`src/rtl/hz_pkg.sv`:
```
package hz_pkg;
  localparam int unsigned NSTAGE = 5;
  localparam int unsigned STG_F = 0;
  localparam int unsigned STG_D = 1;
  localparam int unsigned STG_E = 2;
  localparam int unsigned STG_M = 3;
  localparam int unsigned STG_W = 4;

  typedef struct packed {
    logic ret_busy;
    logic load_use;
    logic mispredict;
  } hz_events_t;
endpackage

```
`src/rtl/hz_detect.sv`:
```
module hz_detect #(
  parameter int unsigned OPC_W = 4,
  parameter int unsigned REG_W = 4,
  parameter logic [OPC_W-1:0] OP_RET  = 4'd9,
  parameter logic [OPC_W-1:0] OP_LOAD = 4'd5,
  parameter logic [OPC_W-1:0] OP_POP  = 4'd11,
  parameter logic [OPC_W-1:0] OP_JUMP = 4'd7,
  parameter logic [REG_W-1:0] REG_NONE = '1
) (
  input  logic [OPC_W-1:0] dec_op,
  input  logic [OPC_W-1:0] exe_op,
  input  logic [OPC_W-1:0] mem_op,
  input  logic [REG_W-1:0] exe_ldst,
  input  logic [REG_W-1:0] srca,
  input  logic [REG_W-1:0] srcb,
  input  logic             exe_cond,
  output hz_pkg::hz_events_t ev
);
  function automatic logic reg_hit(input logic [REG_W-1:0] dst,
                                   input logic [REG_W-1:0] src);
    return (dst != REG_NONE) && (dst == src);
  endfunction

  function automatic logic is_loader(input logic [OPC_W-1:0] op);
    return (op == OP_LOAD) || (op == OP_POP);
  endfunction

  logic src_match;
  assign src_match = reg_hit(exe_ldst, srca) || reg_hit(exe_ldst, srcb);

  always_comb begin
    ev.ret_busy   = (dec_op == OP_RET) || (exe_op == OP_RET) || (mem_op == OP_RET);
    ev.load_use   = is_loader(exe_op) && src_match;
    ev.mispredict = (exe_op == OP_JUMP) && !exe_cond;
  end
endmodule

```
`src/rtl/hz_action.sv`:
```
module hz_action (
  input  hz_pkg::hz_events_t ev,
  output logic [hz_pkg::NSTAGE-1:0] stall,
  output logic [hz_pkg::NSTAGE-1:0] bubble
);
  import hz_pkg::*;

  always_comb begin
    stall  = '0;
    bubble = '0;
    if (ev.load_use) begin
      stall[STG_F]  = 1'b1;
      stall[STG_D]  = 1'b1;
      bubble[STG_E] = 1'b1;
    end else if (ev.mispredict) begin
      bubble[STG_D] = 1'b1;
      bubble[STG_E] = 1'b1;
      stall[STG_F]  = ev.ret_busy;
    end else if (ev.ret_busy) begin
      stall[STG_F]  = 1'b1;
      bubble[STG_D] = 1'b1;
    end
  end
endmodule

```
`src/rtl/stage_reg.sv`:
```
module stage_reg #(
  parameter int unsigned W = 8,
  parameter logic [W-1:0] NOP_VAL = '0
) (
  input  logic         clk,
  input  logic         rst_n,
  input  logic         stall,
  input  logic         bubble,
  input  logic [W-1:0] d,
  output logic [W-1:0] q
);
  always_ff @(posedge clk or negedge rst_n) begin
    if (!rst_n)       q <= NOP_VAL;
    else if (bubble)  q <= NOP_VAL;
    else if (!stall)  q <= d;
  end

  p_flush_r8: assert property (@(posedge clk) disable iff (!rst_n)
    bubble |=> q == NOP_VAL);
  p_hold_r8: assert property (@(posedge clk) disable iff (!rst_n)
    (stall && !bubble) |=> q == $past(q));
  p_load_r8: assert property (@(posedge clk) disable iff (!rst_n)
    (!stall && !bubble) |=> q == $past(d));
endmodule

```
`src/rtl/pipe_hazard_unit.sv`:
```
module pipe_hazard_unit #(
  parameter int unsigned OPC_W = 4,
  parameter int unsigned REG_W = 4,
  parameter int unsigned TAG_W = 8,
  parameter logic [OPC_W-1:0] OP_RET  = 4'd9,
  parameter logic [OPC_W-1:0] OP_LOAD = 4'd5,
  parameter logic [OPC_W-1:0] OP_POP  = 4'd11,
  parameter logic [OPC_W-1:0] OP_JUMP = 4'd7,
  parameter logic [REG_W-1:0] REG_NONE = '1,
  parameter logic [TAG_W-1:0] NOP_TAG = '0
) (
  input  logic                             clk,
  input  logic                             rst_n,
  input  logic [OPC_W-1:0]                 dec_op_i,
  input  logic [OPC_W-1:0]                 exe_op_i,
  input  logic [OPC_W-1:0]                 mem_op_i,
  input  logic [REG_W-1:0]                 exe_ldst_i,
  input  logic [REG_W-1:0]                 dec_srca_i,
  input  logic [REG_W-1:0]                 dec_srcb_i,
  input  logic                             exe_cond_i,
  input  logic [TAG_W-1:0]                 fetch_tag_i,
  output logic [hz_pkg::NSTAGE-1:0]        stall_o,
  output logic [hz_pkg::NSTAGE-1:0]        bubble_o,
  output logic [hz_pkg::NSTAGE*TAG_W-1:0]  pipe_tag_o
);
  import hz_pkg::*;

  hz_events_t ev;

  hz_detect #(
    .OPC_W(OPC_W), .REG_W(REG_W), .OP_RET(OP_RET), .OP_LOAD(OP_LOAD),
    .OP_POP(OP_POP), .OP_JUMP(OP_JUMP), .REG_NONE(REG_NONE)
  ) u_detect (
    .dec_op(dec_op_i), .exe_op(exe_op_i), .mem_op(mem_op_i),
    .exe_ldst(exe_ldst_i), .srca(dec_srca_i), .srcb(dec_srcb_i),
    .exe_cond(exe_cond_i), .ev(ev)
  );

  hz_action u_action (
    .ev(ev), .stall(stall_o), .bubble(bubble_o)
  );

  logic [TAG_W-1:0] tag_in [NSTAGE];
  logic [TAG_W-1:0] tag_q  [NSTAGE];

  for (genvar s = 0; s < NSTAGE; s++) begin : g_stage
    if (s == 0) begin : g_head
      assign tag_in[s] = fetch_tag_i;
    end else begin : g_link
      assign tag_in[s] = tag_q[s-1];
    end
    stage_reg #(.W(TAG_W), .NOP_VAL(NOP_TAG)) u_reg (
      .clk(clk), .rst_n(rst_n),
      .stall(stall_o[s]), .bubble(bubble_o[s]),
      .d(tag_in[s]), .q(tag_q[s])
    );
    assign pipe_tag_o[s*TAG_W +: TAG_W] = tag_q[s];
  end

  p_excl_r7: assert property (@(posedge clk) disable iff (!rst_n)
    (stall_o & bubble_o) == '0);
  p_tail_normal_r7: assert property (@(posedge clk) disable iff (!rst_n)
    !stall_o[STG_M] && !stall_o[STG_W] && !bubble_o[STG_M] && !bubble_o[STG_W]);
  p_ret_alone_r1: assert property (@(posedge clk) disable iff (!rst_n)
    (ev.ret_busy && !ev.load_use && !ev.mispredict) |->
      (stall_o == 5'b00001 && bubble_o == 5'b00010));
  p_loaduse_r2: assert property (@(posedge clk) disable iff (!rst_n)
    ev.load_use |-> (stall_o[STG_F] && stall_o[STG_D] && bubble_o[STG_E]));
  p_loaduse_wins_r5: assert property (@(posedge clk) disable iff (!rst_n)
    (ev.load_use && ev.ret_busy) |-> !bubble_o[STG_D]);
  p_mispredict_r4: assert property (@(posedge clk) disable iff (!rst_n)
    ev.mispredict |-> (bubble_o[STG_D] && bubble_o[STG_E] && !stall_o[STG_D]));
  p_mis_ret_r6: assert property (@(posedge clk) disable iff (!rst_n)
    (ev.mispredict && ev.ret_busy) |-> stall_o[STG_F]);
  p_none_reg_r3: assert property (@(posedge clk) disable iff (!rst_n)
    (exe_ldst_i == REG_NONE) |-> !ev.load_use);
  p_idle_r10: assert property (@(posedge clk) disable iff (!rst_n)
    (ev == '0) |-> (stall_o == '0 && bubble_o == '0));
endmodule

```
`config.mk`:
```
export PLATFORM = sky130hd
export DESIGN_NAME = pipe_hazard_unit
export DESIGN_NICKNAME = d
export VERILOG_FILES = /design/src/rtl/hz_pkg.sv /design/src/rtl/hz_detect.sv /design/src/rtl/hz_action.sv /design/src/rtl/stage_reg.sv /design/src/rtl/pipe_hazard_unit.sv
export SDC_FILE = /design/constraint.sdc
export NUM_CORES = 1
export LEC_CHECK = 0
export BUFFER_PORTS_ARGS = -buffer_cell sky130_fd_sc_hd__buf_4
export CORE_UTILIZATION = 25
export CTS_BUF_LIST = sky130_fd_sc_hd__clkbuf_4 sky130_fd_sc_hd__clkbuf_8
export CTS_CLUSTER_DIAMETER = 150
export DETAILED_ROUTE_END_ITERATION = 10
export PLACE_DENSITY = 0.5
export SLEW_MARGIN = 20
export SYNTH_ARGS = -nofsm -noshare
export SYNTH_HDL_FRONTEND = slang
export SYNTH_HIERARCHICAL = 1
export SYNTH_SLANG_ARGS = --single-unit
```
`constraint.sdc`:
```
create_clock -name clk -period 1.3 [get_ports clk]
set_input_delay 0.195 -clock clk [delete_from_list [all_inputs] [get_ports clk]]
set_output_delay 0.195 -clock clk [all_outputs]
set_load 0.005 [all_outputs]
```
; Yosys cells after proc, flatten, opt, wreduce, memory -nomap -nowiden
; Cells that the tools add are included.
[classes]
eq_ne = 10
mux = 11
n_reduce_logical = 9
[ops]
columns = op, count
row1 = two-way mux 8 bit, 3
row2 = "equality test 4 bit, second input constant", 4
row3 = "equality test 4 x 3 -> 1 bit, second input constant", 2
row4 = equality test 4 bit, 2
row5 = two-way mux 1 bit, 8
row6 = logical AND 1 bit, 4
row7 = logical OR 1 bit, 4
row8 = "!= test 4 bit, second input constant", 1
row9 = "!= test 2 bit, second input constant", 1
row10 = zero test 1 bit, 1
[word_totals]
register_bits = 40
inputBits = 35
output_inout_bits = 50
word_cells = 35

; Logic depth before layout (Yosys ltp)
; Gate-level depths: netlist of run 1.
[logic_depth]
depth_word = 7
depth_mapped = 7
depth_no_buf = 6

; By module
; The synthesis of run 1 kept the hierarchy.
[by_module_without_submodules]
columns = module, instances, cells_each, area_each_um2, seq_area_each_um2
row1 = stage_reg, 5, 26, 325.3, 200.2
row2 = hz_detect, 1, 21, 170.2, 0.0
row3 = hz_action, 1, 11, 78.8, 0.0

; Worst setup path after synthesis of run 1
; OpenSTA, ideal clock, no wires.
[synth_path]
path_kind = input-to-reg
start = input exe_op_i[2]
end = register g_stage[0].u_reg.q[0]
setup_time_ns = 0.118
t_arrival_ns = 1.276
required_time_ns = 1.182
slack_ns = -0.095
stages = 6
n_path_buf = 1
cell_sequence = and4bb_1 -> or3_1 -> or2_1 -> buf_6 -> mux2i_1 -> nor2_1
[synth_rtl]
columns = element, line
row1 = "start, declared", pipe_hazard_unit.sv:15  ; input logic [OPC_W-1:0] exe_op_i,
row2 = "end signal, assigned", stage_reg.sv:13  ; if (!rst_n) q <= NOP_VAL;
row3 = "end signal, assigned", stage_reg.sv:14  ; else if (bubble) q <= NOP_VAL;
row4 = "end signal, assigned", stage_reg.sv:15  ; else if (!stall) q <= d;
row5 = "end, declared", stage_reg.sv:10  ; output logic [W-1:0] q

==> impl_metrics.tcl, run 1 <==
set metrics [dict create \
    syn-cell-area_um2 1880 \
    rsz0062_at_grt "true" \
    grt_antenna_before_repair 0 \
    fin_cells 345 \
    path_clk_slew_ns 0.07 \
    post_drt_wl_per_cell_um 12.4 \
    largest_reg_flops 40 \
    yosysWarnings 6 \
    num_rows 31 \
    max_freq_mhz 693 \
    grt_max_degree 41 \
    yosysUniqueCellTypes 19 \
    synth_top_flop_cell "dfrtp_1" \
    grtUsageTotal_pct 11.5 \
    grt_pass1_wl_mm 6.90 \
    synthArstFlopShare_pct 100 \
    ys_seq_area_share_pct 53.4 \
    total_power_mw 3.01 \
    tightest_slew_ns 0.507 \
    synthCells 162 \
    overflow 0 \
    finalSetupViolCount 3 \
    worstSetupEndpointType "output port" \
    status "finished, violations left" \
    cp-start-kind "input pin" \
    io_pins 85 \
    vias 1432 \
    synth_edf_count 0 \
    p_per_area_nw_per_um2 1060 \
    clk_latency_ns 0.29 \
    worstSetupStartpoint "exe_op_i[0]" \
    placed_cells 332 \
    yosys.area.top_type "dfrtp_1" \
    hold_viol_final 0 \
    dieArea_um2 7850 \
    grtUsageMet1_pct 14.2 \
    p_leak_nw 1.45 \
    cts_made_buffers 5 \
    die_w_um 88.6 \
    r2r-start "g_stage[1].u_reg/q[5]" \
    synth_top_area_share_pct 53.4 \
    period_share_pct 111 \
    violations "negative setup slack" \
    hp-start "fetch_tag_i[2]" \
    slew_headroom_pct 66.2 \
    portBuffers 78 \
    dp_hpwl_mm 3.30 \
    finalMaxSlewViolations 0 \
    wl_mm 4.27 \
    top_usage_layer "met2" \
    ant_nets 0 \
    layout_setup_ws_ns -0.143 \
    tritoncts "done" \
    clock_path_buffers 2 \
    nFillCells 736 \
    path_max_fanout 2 \
    first_pass_iters 4 \
    drc 0 \
    drtIter0Drc 55 \
    initial_utilization_pct 25.9 \
    core_um2 7250 \
    hp-class "in -> reg" \
    vias_per_cell 4.15 \
    htreeDepth 2 \
    gp_congestion 0.689 \
    top_regs "g_stage.u_reg/q: 40 flops" \
    critPathKind "in -> out" \
    grt.met3_usage_pct 2.89 \
    die_h_um 88.6 \
    top_register "g_stage.u_reg/q" \
    area_growth_pct 51.7 \
    cp_data_arrival_time_ns 1.25 \
    max-cap-violations 0 \
    cts_root_buf "clkbuf_8" \
    period_needed_ns 1.44 \
    grt_pass1_vias 1430 \
    gr-usage-met2_pct 19.7 \
    synth-seq-cells 40 \
    syn_avg_cell_area_um2 11.6 \
    clock_skew_ns 0.00545 \
    yosysMostFrequentCell "nor2_1" \
    ir_worst_vdd_mv 0.619 \
    yosys-top-cells-area "dfrtp_1 (53%), mux2i_1 (21%), nor2_1 (8.2%)" \
    nNetsFinal 280 \
    ys_top_cells_by_count "nor2_1 (41), dfrtp_1 (40), mux2i_1 (40), xnor2_1 (8), buf_4 (7)" \
    antenna_cells 0 \
    drive_gt1_share_pct 46.3 \
    required_ns 1.11 \
    clock_sinks 40 \
]
-- metal layers --
layer,share of wire (%),vias to the layer above,routed length [um]
li1,-,707,-
met2,50,49,2130
met1,44,672,1870
met5,0,-,0
met3,5.1,4,216
met4,1.2,0,53
-- worst max-delay path, cell delays in order --
cell and delay [ns]:
buf_6 0.09, and4bb_1 0.19, or3_4 0.33, buf_4 0.14
o21ba_4 0.19, buf_6 0.12
-- cells in the final DEF (no fill, tap or decap), types with 2 or more instances in the layout --
cell type  count
conb_1         6
mux2i_1       37
buf_4         75
nor2_2         2
nor4bb_1       2
nand4_1        3
mux2i_2        2
or2_4          2
xnor2_2        7
nor2_1        38
buf_6          8
dfrtp_1       40
buf_8          3
clkbuf_8       6
-- report_power, final --
group	internal (mW)	switching (mW)	total (mW)
combinational	0.331	0.222	0.553
sequential	1.32	0.0756	1.40
clock	0.628	0.425	1.05
-- stage by stage --
| step | hold slack, ns | util [%] | setup slack, ns | cell area (um^2) | setup TNS [ns] |
|---|---|---|---|---|---|
| 2_1_floorplan | -0.101 | - | -0.0766 | 1890 | -0.613 |
| 3_3_place_gp | 0.214 | 34.7 | -0.340 | 2510 | -7.28 |
| 3_5_place_dp | 0.206 | 34.7 | -0.355 | 2510 | -7.45 |
| 4_1_cts | 0.141 | 37.6 | -0.143 | 2730 | -0.362 |
| 5_1_grt | 0.146 | 39.2 | -0.175 | 2850 | -0.590 |
| 6_report | 0.150 | 39.2 | -0.143 | 2850 | -0.350 |
-- cell type report --
type / count / area (um^2) / share of cell area, %
Multi-Input combinational cell: 110 / 871 / 30.6
Tap cell: 99 / 124 / 4.35
Clock inverter: 2 / 38.8 / 1.36
Timing Repair Buffer: 88 / 728 / 25.6
Clock buffer: 6 / 82.6 / 2.90
Sequential cell: 40 / 1000 / 35.2
-- what timing repair did --
item,in CTS,in global routing
hold buffers,1,0
pin swaps,5,11
endpoints found under the setup margin,12,28
gates resized for setup,13,24
endpoints found under the hold margin,40,0
setup buffers,4,2
-- worst paths after layout --
| check | to | slack (ns) | cells past startpoint |
|---|---|---|---|
| worst min-delay path | g_stage[0].u_reg/q[2] | 0.15 | 3 |
| worst min register to register | g_stage[4].u_reg/q[6] | 0.56 | 2 |
| worst max register to register | g_stage[2].u_reg/q[5] | 0.52 | 2 |
| max in group asynchronous | g_stage[1].u_reg/q[4] | 0.51 | 2 |
| min in group asynchronous | g_stage[4].u_reg/q[1] | 0.43 | 2 |
| worst max-delay path | bubble_o[1] | -0.14 | 6 |
-- cells by family (layout without fill, tap and decap cells) --
logic type | Yosys count | count (layout) | share of synthesized area [%]
flops | 40 | 40 | 53.4
buf+inv | 17 | 96 | 6.80
simple gates | 53 | 53 | 13.3
compound gates | 3 | 3 | 1.20
mux | 40 | 40 | 21.3
xor+xnor | 8 | 8 | 3.74
other cells | 1 | 6 | 0.200
No activity file was read; power rests on OpenSTA's default activity.
==> inputs of run 2 (changes only) <==
BUFFER_PORTS_ARGS = unset   (was -buffer_cell sky130_fd_sc_hd__buf_4)
DONT_BUFFER_PORTS = 1   (was unset)
GPL_TIMING_DRIVEN = 0   (was unset)
PLACE_DENSITY = 0.4   (was 0.5)
==> impl_metrics.tcl, run 2 (same netlist as run 1, synthesis figures left out) <==
set metrics [dict create \
    grt_max_degree 41 \
    clock_sinks 40 \
    grt_antenna_before_repair 0 \
    crit_chain "and4bb_1, or3_1, or2_1, buf_6, mux2i_1, nor2_1" \
    top_regs "g_stage.u_reg/q: 40 flops" \
    vias 1170 \
    cp_top_family "simple AND/OR/NAND/NOR gates" \
    ir_worst_vdd_mv 0.716 \
    nNetsFinal 211 \
    finalSetupViolCount 0 \
    drc 0 \
    holdWs_ns 0.0629 \
    internal-power_mw 2.04 \
    switching_share_pct 24.8 \
    status "finished clean" \
    cts_setup_buffers 0 \
    dp_hpwl_mm 3.19 \
    rsz0062_at_grt "false" \
    num_rows 31 \
    final_common_cell "nor2_1" \
    layout_common_cells "nor2_1 (41), mux2i_1 (40), dfrtp_1 (40)" \
    cp_data_arrival_time_ns 1.33 \
    top_register "g_stage.u_reg/q" \
    htreeDepth 2 \
    vias_per_cell 4.24 \
    antenna_cells 0 \
    clock_skew_ns 0.00602 \
    worstSetupEndpointType "flop" \
    fin_cells 276 \
    dieArea_um2 7850 \
    finalMaxSlewViolations 0 \
    largest_reg_flops 40 \
    p_switching_mw 0.670 \
    total_power_mw 2.71 \
    required_ns 1.48 \
    initial_utilization_pct 25.9 \
    cp-start-kind "input pin" \
    cpMaxStageDelayCell "or3_1" \
    gp_congestion 0.644 \
    area_growth_pct 15.2 \
    hp-class "in -> reg" \
    grt_pass1_wl_mm 6.22 \
    drive_gt1_share_pct 13.6 \
    setup_tns_ns 0 \
    cp_num_buf_inv 1 \
    period_share_pct 88.7 \
    tritoncts "done" \
    cpPeakStageDelay_ns 0.31 \
    cts_root_buf "clkbuf_8" \
    clockPowerShare_pct 36.8 \
    portBuffers 0 \
    core_um2 7250 \
    clock_path_buffers 2 \
    max_freq_mhz 867 \
    grt_pass1_vias 1234 \
    path_clk_slew_ns 0.08 \
    hold_viol_final 0 \
    power.sequential.fraction_pct 52.6 \
    cts_made_buffers 5 \
    period_needed_ns 1.15 \
    critPathKind "in -> reg" \
    die_h_um 88.6 \
    clk_latency_ns 0.29 \
    max-cap-violations 0 \
    p_leak_nw 1.03 \
    io_pins 85 \
    wl_mm 3.97 \
    placed_cells 266 \
    p_per_area_nw_per_um2 1250 \
    die_w_um 88.6 \
    path_max_fanout 8 \
    first_pass_iters 4 \
    drtIter0Drc 45 \
    p_comb_share_pct 10.5 \
    ant_nets 0 \
    grtUsageTotal_pct 10.7 \
    post_drt_wl_per_cell_um 14.4 \
    overflow 0 \
]
[run 2: changes by cell type in the layout (fill, tap and decap cells not counted), moves of 3 or more]
cell,delta
mux2i_1,+3
xnor2_2,-7
nor2_1,+3
buf_4,-68
buf_8,-3
buf_1,+4
xnor2_1,+7
buf_6,-3
[run 2: power by group through the flow]
| stage | Clock, mW | Combinational (mW) | Sequential (mW) |
|---|---|---|---|
| after global placement | 0 | 0.235 | 1.45 |
| after detailed placement | 0 | 0.246 | 1.45 |
| after floorplan | 0 | 0.224 | 1.41 |
| final | 0.997 | 0.285 | 1.42 |
| after CTS | 1.03 | 0.282 | 1.43 |
| after global routing | 1.09 | 0.325 | 1.44 |
[run 2: final cells by class]
class | count | area (um^2)
Sequential cell | 40 | 1000
Buffer | 17 | 129
Tap cell | 99 | 124
Multi-Input combinational cell | 110 | 766
Fill cell | 774 | 5090
Timing Repair Buffer | 2 | 30.0
Clock buffer | 5 | 68.8
Clock inverter | 3 | 42.5
[run 2: final timing paths]
kind	startpoint	end	slack, ns	cells after the start
max in group asynchronous	rst_n	g_stage[2].u_reg/q[3]	0.74	2
min in group asynchronous	rst_n	g_stage[4].u_reg/q[3]	0.36	2
max reg2reg	g_stage[1].u_reg/q[1]	g_stage[2].u_reg/q[1]	0.54	2
min	fetch_tag_i[4]	g_stage[0].u_reg/q[4]	0.06	2
min reg2reg	g_stage[0].u_reg/q[6]	g_stage[0].u_reg/q[6]	0.59	2
max	exe_op_i[2]	g_stage[0].u_reg/q[5]	0.15	6
[run 2: per-layer routing]
metal  GRT usage, %  share of wire, %  vias up
li1               -                 -      555
met4           3.08              0.71        0
met1           11.8                39      543
met3           5.41                11        4
met5              0                 0        -
met2           18.1                49       68
[run 2: per-stage QoR]
stage	cell area [um^2]	utilization (%)	worst slack (ns)
3_5_place_dp	2020	27.8	-0.200
6_report	2160	29.8	0.146
2_1_floorplan	1890	-	-0.0766
4_1_cts	2160	29.8	0.111
3_3_place_gp	2020	27.8	-0.168
5_1_grt	2160	29.8	0.0411
[run 2: repair_timing]
action                                  in CTS  in global routing
hold buffers                                 2                  0
endpoints found under the hold margin       40                  0
endpoints found under the setup margin       0                  1
resized for setup                            0                  1
==> inputs of run 3 (changes only) <==
CELL_PAD_IN_SITES_DETAIL_PLACEMENT = 2   (was unset)
CELL_PAD_IN_SITES_GLOBAL_PLACEMENT = 2   (was unset)
PLACE_DENSITY = 0.58   (was 0.4)
==> impl_metrics.tcl, run 3 (same netlist as run 1, synthesis figures left out) <==
set metrics [dict create \
    io_pins 85 \
    rsz0062_at_grt "false" \
    drtIter0Drc 18 \
    path_clk_slew_ns 0.07 \
    area_growth_pct 15.5 \
    die_w_um 88.6 \
    period_share_pct 90.4 \
    clock_skew_ns 0.00687 \
    finalSetupViolCount 0 \
    vias 1236 \
    wl_mm 4.65 \
    reg2reg_to "g_stage[4].u_reg/q[2]" \
    critPathKind "in -> reg" \
    cts_made_buffers 5 \
    hp-class "in -> reg" \
    first_pass_iters 2 \
    path_max_fanout 8 \
    vias_per_cell 4.48 \
    final_common_cell "nor2_1" \
    layout_setup_ws_ns 0.125 \
    tritoncts "done" \
    die_h_um 88.6 \
    finalMaxSlewViolations 0 \
    cp_data_arrival_time_ns 1.33 \
    top_regs "g_stage.u_reg/q: 40 flops" \
    cp-start-kind "input pin" \
    pre_cts_ws_ns -0.250 \
    final_area_um2 2170 \
    nFillCells 794 \
    grt_max_degree 41 \
    grt_antenna_before_repair 0 \
    nNetsFinal 211 \
    status "finished clean" \
    grt_pass1_vias 1443 \
    min_to "g_stage[0].u_reg/q[2]" \
    reg2reg_depth 2 \
    core_um2 7250 \
    layout_common_cells "nor2_1 (41), mux2i_1 (40), dfrtp_1 (40)" \
    top_register "g_stage.u_reg/q" \
    initial_utilization_pct 25.9 \
    multi_input_area_um2 772 \
    hold_viol_final 0 \
    num_rows 31 \
    drive_gt1_share_pct 14.7 \
    grtUsageTotal_pct 12.4 \
    htreeDepth 2 \
    ir_worst_vdd_mv 0.537 \
    clock_path_buffers 2 \
    required_ns 1.46 \
    ant_nets 0 \
    clock_sinks 40 \
    cts_root_buf "clkbuf_8" \
    r2r-start "g_stage[3].u_reg/q[2]" \
    period_needed_ns 1.17 \
    hold_depth 2 \
    antenna_cells 0 \
    max_freq_mhz 851 \
    reg2reg_setup_slack_ns 0.49 \
    seqCellArea_um2 1000 \
    p_leak_nw 1.03 \
    clk_latency_ns 0.29 \
    hp-start "fetch_tag_i[2]" \
    largest_reg_flops 40 \
    portBuffers 0 \
    placed_cell_area_um2 2020 \
    overflow 0 \
    dp_hpwl_mm 3.72 \
    max-cap-violations 0 \
    worstSetupEndpointType "flop" \
    gp_congestion 0.674 \
    cts_setup_buffers 0 \
    p_per_area_nw_per_um2 1260 \
    drc 0 \
    grt_pass1_wl_mm 7.29 \
    post_drt_wl_per_cell_um 16.9 \
    dieArea_um2 7850 \
]
-- run 3: changes by cell type in the layout (fill, tap and decap cells not counted) --
cell and change:
or2_4 +1, or2_1 -1, clkinvlp_4 -1, clkbuf_4 +1, a21oi_2 +1, a21oi_1 -1
-- run 3: final cells by class --
cell class	instances	area share [%]
plain buffers	17	5.95
clock buffers	6	3.52
clock inverters	2	1.62
multi-input cells	110	35.6
flip-flops and latches	40	46.2
well taps	99	5.72
repair buffers	2	1.39
-- run 3: timing repair --
item                       4_1_cts  5_1_grt
hold buffers                     2        0
hold endpoints to repair        40        0
gates resized for setup          0        3
setup endpoints to repair        0       22
-- run 3: worst max-delay path by stage --
stage                      from                     to  cells after the start
finish              exe_op_i[1]  g_stage[1].u_reg/q[3]                      6
CTS                 exe_op_i[1]  g_stage[0].u_reg/q[1]                      7
global placement    exe_op_i[2]  g_stage[2].u_reg/q[3]                      6
floorplan           exe_op_i[2]  g_stage[0].u_reg/q[0]                      6
global route        exe_op_i[1]  g_stage[1].u_reg/q[1]                      6
detailed placement  exe_op_i[1]  g_stage[0].u_reg/q[1]                      7
-- run 3: layer usage --
layer / up-vias / part of all wire (%) / global-route usage [%]
met2: 62 / 53 / 23.5
li1: 560 / - / -
met3: 3 / 9.5 / 5.22
met5: - / 0 / 0
met1: 611 / 37 / 12.8
met4: 0 / 0.43 / 2.49
-- run 3: report_power, final --
group	internal (mW)	leakage (nW)	switching [mW]	total, mW
clock	0.591	0.0586	0.418	1.01
combinational	0.146	0.436	0.153	0.299
sequential	1.32	0.537	0.0994	1.42
-- run 3: metrics by stage --
stage          total power [mW]  util [%]  cells  setup TNS, ns  hold slack, ns
6_report                   2.73      29.9    276              0          0.0706
5_1_grt                    2.87      29.9    276              0          0.0771
4_1_cts                    2.76      29.8    276              0          0.0668
3_5_place_dp               1.71      27.8    266          -5.15         -0.0996
3_3_place_gp               1.69      27.8    266          -3.81         -0.0996
2_1_floorplan              1.64         -    167         -0.613          -0.101
-- run 3: worst max-delay path, stage by stage --
cell and delay (ns):
and3b_2 0.18, o211ai_1 0.21, a21oi_2 0.08, o21ba_2 0.26, buf_1 0.31, nor2_1 0.10
